$ cat config.mk
export PLATFORM = sky130hd
export DESIGN_NAME = bkpt_ack_seq
export DESIGN_NICKNAME = d
export VERILOG_FILES = /design/src/rtl/bkpt_seq_pkg.sv /design/src/rtl/bkpt_addr_gen.sv /design/src/rtl/bkpt_lane_pick.sv /design/src/rtl/bkpt_ack_seq.sv
export SDC_FILE = /design/constraint.sdc
export NUM_CORES = 1
export LEC_CHECK = 0
export ABC_CLOCK_PERIOD_IN_PS = 1780
export BUFFER_PORTS_ARGS = -buffer_cell sky130_fd_sc_hd__buf_4
export CAP_MARGIN = 20
export CORE_MARGIN = 3
export CORE_UTILIZATION = 42
export DETAILED_ROUTE_END_ITERATION = 6
export GPL_ROUTABILITY_DRIVEN = 0
export GPL_TIMING_DRIVEN = 0
export PLACE_DENSITY_LB_ADDON = 0.08
export SLEW_MARGIN = 20
export SYNTH_ARGS = -nofsm -noshare
export SYNTH_HDL_FRONTEND = slang
export SYNTH_HIERARCHICAL = 1
export SYNTH_SLANG_ARGS = --single-unit
export TNS_END_PERCENT = 1
$ cat constraint.sdc
create_clock -name clk -period 1.78 [get_ports clk]
set_input_delay 0.178 -clock clk [delete_from_list [all_inputs] [get_ports clk]]
set_output_delay 0.178 -clock clk [all_outputs]
set_load 0.1 [all_outputs]
$ cat src/rtl/bkpt_seq_pkg.sv
package bkpt_seq_pkg;

    localparam logic [2:0] FC_CPU_SPACE  = 3'b111;
    localparam logic [3:0] CPU_TYPE_BKPT = 4'h0;
    localparam logic [1:0] SIZ_WORD      = 2'b10;
    localparam logic [1:0] SIZ_BYTE      = 2'b01;
    localparam logic [1:0] ACK_BYTE_PORT = 2'b01;

    typedef enum logic [1:0] {
        ST_IDLE    = 2'd0,
        ST_STROBE  = 2'd1,
        ST_RELEASE = 2'd2
    } seq_state_e;

    typedef struct packed {
        seq_state_e  state;
        logic [2:0]  num;
        logic        second;
        logic        need2;
        logic        err;
        logic [7:0]  hi_byte;
        logic [15:0] word;
        logic        valid;
        logic        exc;
    } seq_regs_t;

endpackage

$ cat src/rtl/bkpt_addr_gen.sv
module bkpt_addr_gen
    import bkpt_seq_pkg::*;
#(
    parameter int ADDR_W = 32
) (
    input  logic [2:0]        num,
    input  logic              byte_sel,
    output logic [ADDR_W-1:0] addr
);
    localparam int TYPE_LSB = 16;
    localparam int NUM_LSB  = 2;

    always_comb begin
        addr = '0;
        addr[TYPE_LSB +: 4] = CPU_TYPE_BKPT;
        addr[NUM_LSB +: 3]  = num;
        addr[0]             = byte_sel;
    end

    initial begin
        if (ADDR_W < 20) $error("ADDR_W too small for the type field");
    end
endmodule

$ cat src/rtl/bkpt_lane_pick.sv
module bkpt_lane_pick #(
    parameter int DATA_W = 32
) (
    input  logic [DATA_W-1:0] din,
    output logic [15:0]       word_lane,
    output logic [7:0]        byte_lane
);
    localparam int TOP = DATA_W - 1;

    always_comb begin
        word_lane = din[TOP -: 16];
        byte_lane = din[TOP -: 8];
    end
endmodule

$ cat src/rtl/bkpt_ack_seq.sv
module bkpt_ack_seq
    import bkpt_seq_pkg::*;
#(
    parameter int ADDR_W = 32,
    parameter int DATA_W = 32
) (
    input  logic              clk,
    input  logic              rst_n,
    input  logic              bkpt_req,
    input  logic [2:0]        bkpt_num,
    output logic              seq_busy,
    output logic [ADDR_W-1:0] bus_addr,
    output logic [2:0]        bus_fc,
    output logic [1:0]        bus_siz,
    output logic              bus_rw,
    output logic              bus_as_n,
    output logic              bus_ds_n,
    input  logic [DATA_W-1:0] bus_din,
    input  logic [1:0]        term_ack,
    input  logic              bus_err,
    output logic              insn_valid,
    output logic [15:0]       insn_word,
    output logic              illegal_exc
);
    seq_regs_t   r_q, r_d;
    logic [15:0] word_lane;
    logic [7:0]  byte_lane;
    logic        term_any;

    bkpt_lane_pick #(.DATA_W(DATA_W)) u_lane (
        .din       (bus_din),
        .word_lane (word_lane),
        .byte_lane (byte_lane)
    );

    bkpt_addr_gen #(.ADDR_W(ADDR_W)) u_addr (
        .num      (r_q.num),
        .byte_sel (r_q.second),
        .addr     (bus_addr)
    );

    assign term_any = bus_err || (term_ack != 2'b00);

    always_comb begin
        r_d       = r_q;
        r_d.valid = 1'b0;
        r_d.exc   = 1'b0;
        case (r_q.state)
            ST_IDLE: begin
                if (bkpt_req) begin
                    r_d.state  = ST_STROBE;
                    r_d.num    = bkpt_num;
                    r_d.second = 1'b0;
                    r_d.need2  = 1'b0;
                    r_d.err    = 1'b0;
                end
            end
            ST_STROBE: begin
                if (bus_err) begin
                    r_d.err   = 1'b1;
                    r_d.state = ST_RELEASE;
                end else if (term_ack != 2'b00) begin
                    if (r_q.second) begin
                        r_d.word  = {r_q.hi_byte, byte_lane};
                        r_d.need2 = 1'b0;
                    end else if (term_ack == ACK_BYTE_PORT) begin
                        r_d.hi_byte = byte_lane;
                        r_d.need2   = 1'b1;
                    end else begin
                        r_d.word = word_lane;
                    end
                    r_d.state = ST_RELEASE;
                end
            end
            ST_RELEASE: begin
                if (!term_any) begin
                    if (r_q.need2 && !r_q.err) begin
                        r_d.state  = ST_STROBE;
                        r_d.second = 1'b1;
                        r_d.need2  = 1'b0;
                    end else begin
                        r_d.state = ST_IDLE;
                        r_d.valid = !r_q.err;
                        r_d.exc   = r_q.err;
                    end
                end
            end
            default: r_d.state = ST_IDLE;
        endcase
    end

    always_ff @(posedge clk or negedge rst_n) begin
        if (!rst_n) begin
            r_q <= '{state: ST_IDLE, num: 3'd0, second: 1'b0, need2: 1'b0,
                     err: 1'b0, hi_byte: 8'h00, word: 16'h0000,
                     valid: 1'b0, exc: 1'b0};
        end else begin
            r_q <= r_d;
        end
    end

    assign seq_busy    = (r_q.state != ST_IDLE);
    assign bus_as_n    = (r_q.state != ST_STROBE);
    assign bus_ds_n    = (r_q.state != ST_STROBE);
    assign bus_rw      = 1'b1;
    assign bus_fc      = (r_q.state == ST_STROBE) ? FC_CPU_SPACE : 3'b000;
    assign bus_siz     = r_q.second ? SIZ_BYTE : SIZ_WORD;
    assign insn_valid  = r_q.valid;
    assign insn_word   = r_q.word;
    assign illegal_exc = r_q.exc;

    AST_START_CYCLE: assert property (@(posedge clk) disable iff (!rst_n)
        (!seq_busy && bkpt_req) |=> (!bus_as_n && !bus_ds_n && bus_siz == SIZ_WORD));
    AST_ADDR_STABLE: assert property (@(posedge clk) disable iff (!rst_n)
        (!bus_as_n && $past(!bus_as_n)) |-> $stable(bus_addr));
    AST_STROBE_DROP: assert property (@(posedge clk) disable iff (!rst_n)
        (!bus_as_n && term_any) |=> bus_as_n);
    AST_HOLD_OFF: assert property (@(posedge clk) disable iff (!rst_n)
        (bus_as_n && seq_busy && term_any) |=> bus_as_n);
    AST_PULSE_ONE: assert property (@(posedge clk) disable iff (!rst_n)
        (insn_valid || illegal_exc) |=> !(insn_valid || illegal_exc));
    AST_ONE_RESULT: assert property (@(posedge clk) disable iff (!rst_n)
        !(insn_valid && illegal_exc));
    AST_BERR_TRAPS: assert property (@(posedge clk) disable iff (!rst_n)
        (!bus_as_n && bus_err) |=> !insn_valid);
endmodule

==> results.cfg <==
[run_status]
outcome = finished, final reports clean

[route]
via_count = 1386
drtAntennaViolNets = 0
dr.pass1.iters = 4
vias_per_cell = 4.076
wire_per_inst_um = 11.56
dr.first_iter.drc_count = 64
top_layer = met4
wl_met2_mm = 1.900
drc_errors = 0
wl_mm = 3.931
met1_length_mm = 1.630
met3_length_um = 374

[layout]
num_antenna_cells = 0
area_growth_pct = 29.52
stdcell_area_mm2 = 0.002805
drive_gt1_share_pct = 67.40
final_nets = 313
final_cell_mix = 122 x buf_4, 43 x mux2_2, 33 x dfrtp_1
final_common_cell = buf_4
fillCellCount = 442
utilization_pct = 57.86

[synthesis]
netlist_instances = 194
ys_seq_elements = 34
synth-seq-area-share_pct = 39.28
synthDistinctLibCells = 27
synthSimpleGateAreaFrac_pct = 5.661
synth_top_family_by_area = buffers and inverters
muxShareOfSynthArea_pct = 22.82
synth_xor_area_share_pct = 0
yosys_warnings = 6
synthesis.area_mm2 = 0.002166
postSynthAreaPerCell_um2 = 11.16
synth_fa_ha_area_share_pct = 0
synth_compound_gate_area_share_pct = 2.657

[floorplanning]
boundaryPins = 100
start_util_pct = 44.67
die_y_um = 77.81
die_w_um = 77.81
die-area_mm2 = 0.006054
coreArea_mm2 = 0.004848
rows = 25

[job]
cap_violations = 0

[timing]
fin_crit_sh_pct = 95.92
setup_viol = 0
max_freq_mhz = 585.7
fin_crit_ns = 1.707
tns_ns = 0
hold_viol_final = 0
rsz0062_at_grt = true
drv_slew = 0
clock-skew-final_ns = 0.009795

[clock_network]
cts_root_buf = clkbuf_8
cts_tree = built
cts.sinks = 34
cts_made_buffers = 5
insertion_delay_ns = 0.28
clk_pin_slew_ns = 0.07
clockBufferDepth = 2
h-tree-depth = 2

[critical_path]
critPathKind = flip-flop to output port
crit_path_end_kind = output port
arrival_ns = 1.53
required_ns = 1.60
startpoint_type = flip-flop
path_max_fanout = 10

[grt]
grt_pass1_wl_mm = 6.548
grt_start_max_net_pins = 35
grt_util_all_layers_pct = 13.71
gr-total-overflow = 0
grt_pass1_vias = 1419
antenna_found_initial = 0

[placement]
dp_hpwl_mm = 2.987
io_buffers = 38
placed_area_mm2 = 0.002650

[hold_path]
hold_class = input port to flip-flop
cells by family (layout without fill, tap and decap cells):
family / count (synthesis) / in the layout
AO/OA/AOI/OAI: 9 / 9
other: 2 / 29
flip-flops: 34 / 34
multiplexers: 44 / 44
buffers and inverters: 87 / 139
AND/OR/NAND/NOR: 18 / 18
layer usage:
layer	up-vias	global-route usage, %
li1	695	-
met1	635	15.44
met2	54	23.54
met3	2	5.916
met4	0	3.737
met5	-	0
synth_stat cells, drive strengths merged:
cell / n / share of area, %
nor2: 4 / 0.69
nor2b: 2 / 0.92
nand2: 2 / 0.35
o32ai: 1 / 0.40
a31oi: 1 / 0.29
mux2i: 1 / 0.46
dfrtp: 34 / 39
mux2: 43 / 22
a2bb2oi: 1 / 0.40
nand3: 1 / 0.23
buf: 82 / 28
nor3: 4 / 1.4
or2: 2 / 0.58
nand4b: 1 / 0.69
o21ai: 1 / 0.23
o2111ai: 1 / 0.40
nor3b: 1 / 0.35
conb: 2 / 0.35
inv: 5 / 0.87
a21oi: 4 / 0.92
nor4b: 1 / 0.40
final timing paths:
path | from | end | slack (ns) | cells after the start
min in group asynchronous | rst_n | insn_word[10] | 0.40 | 2
worst min-delay path | bkpt_num[1] | r_q[30] | 0.13 | 2
worst max register to register | r_q[33] | r_q[25] | 0.07 | 5
worst max-delay path | r_q[28] | bus_siz[1] | 0.07 | 4
max in group asynchronous | rst_n | r_q[32] | 1.05 | 2
worst min register to register | r_q[26] | insn_valid | 0.50 | 1
sequential cells by signal, summed over array words and instances (netlist names):
register	cells
r_q	16
insn_word	16
illegal_exc	1
insn_valid	1
per-stage QoR:
step | hold slack [ns] | worst slack (ns) | cells
after floorplan | -0.1176 | -0.01285 | 221
after global placement | 0.1579 | -0.1879 | 326
after detailed placement | 0.1565 | -0.2126 | 326
after CTS | 0.1220 | 0.01181 | 338
after global routing | 0.1212 | -0.002600 | 340
final | 0.1311 | 0.07260 | 340
cell type report:
class,count,area [µm²],share of cell area (%)
flip-flops and latches,34,852.1,30.37
multi-input cells,100,788.3,28.10
plain buffers,82,626.9,22.35
repair buffers,44,332.8,11.86
well taps,67,83.83,2.988
clock buffers,6,82.58,2.944
inverters,5,26.28,0.9367
clock inverters,2,12.51,0.4460
timing repair:
action,4_1_cts,5_1_grt
endpoints found under the hold margin,34,0
setup endpoints to repair,17,18
resized for setup,2,3
hold buffers,1,0
cloned,0,0
setup buffers,3,2
pin swaps,1,0
worst max-delay path, stage by stage (launching register included):
cell,delay (ns)
dfrtp_1,0.41
clkbuf_4,0.22
buf_4,0.21
inv_1,0.10
buf_4,0.30
Power is left out: the tool's default activity adds up to more than one toggle a clock period on the data nets, which glitch-free logic cannot reach.
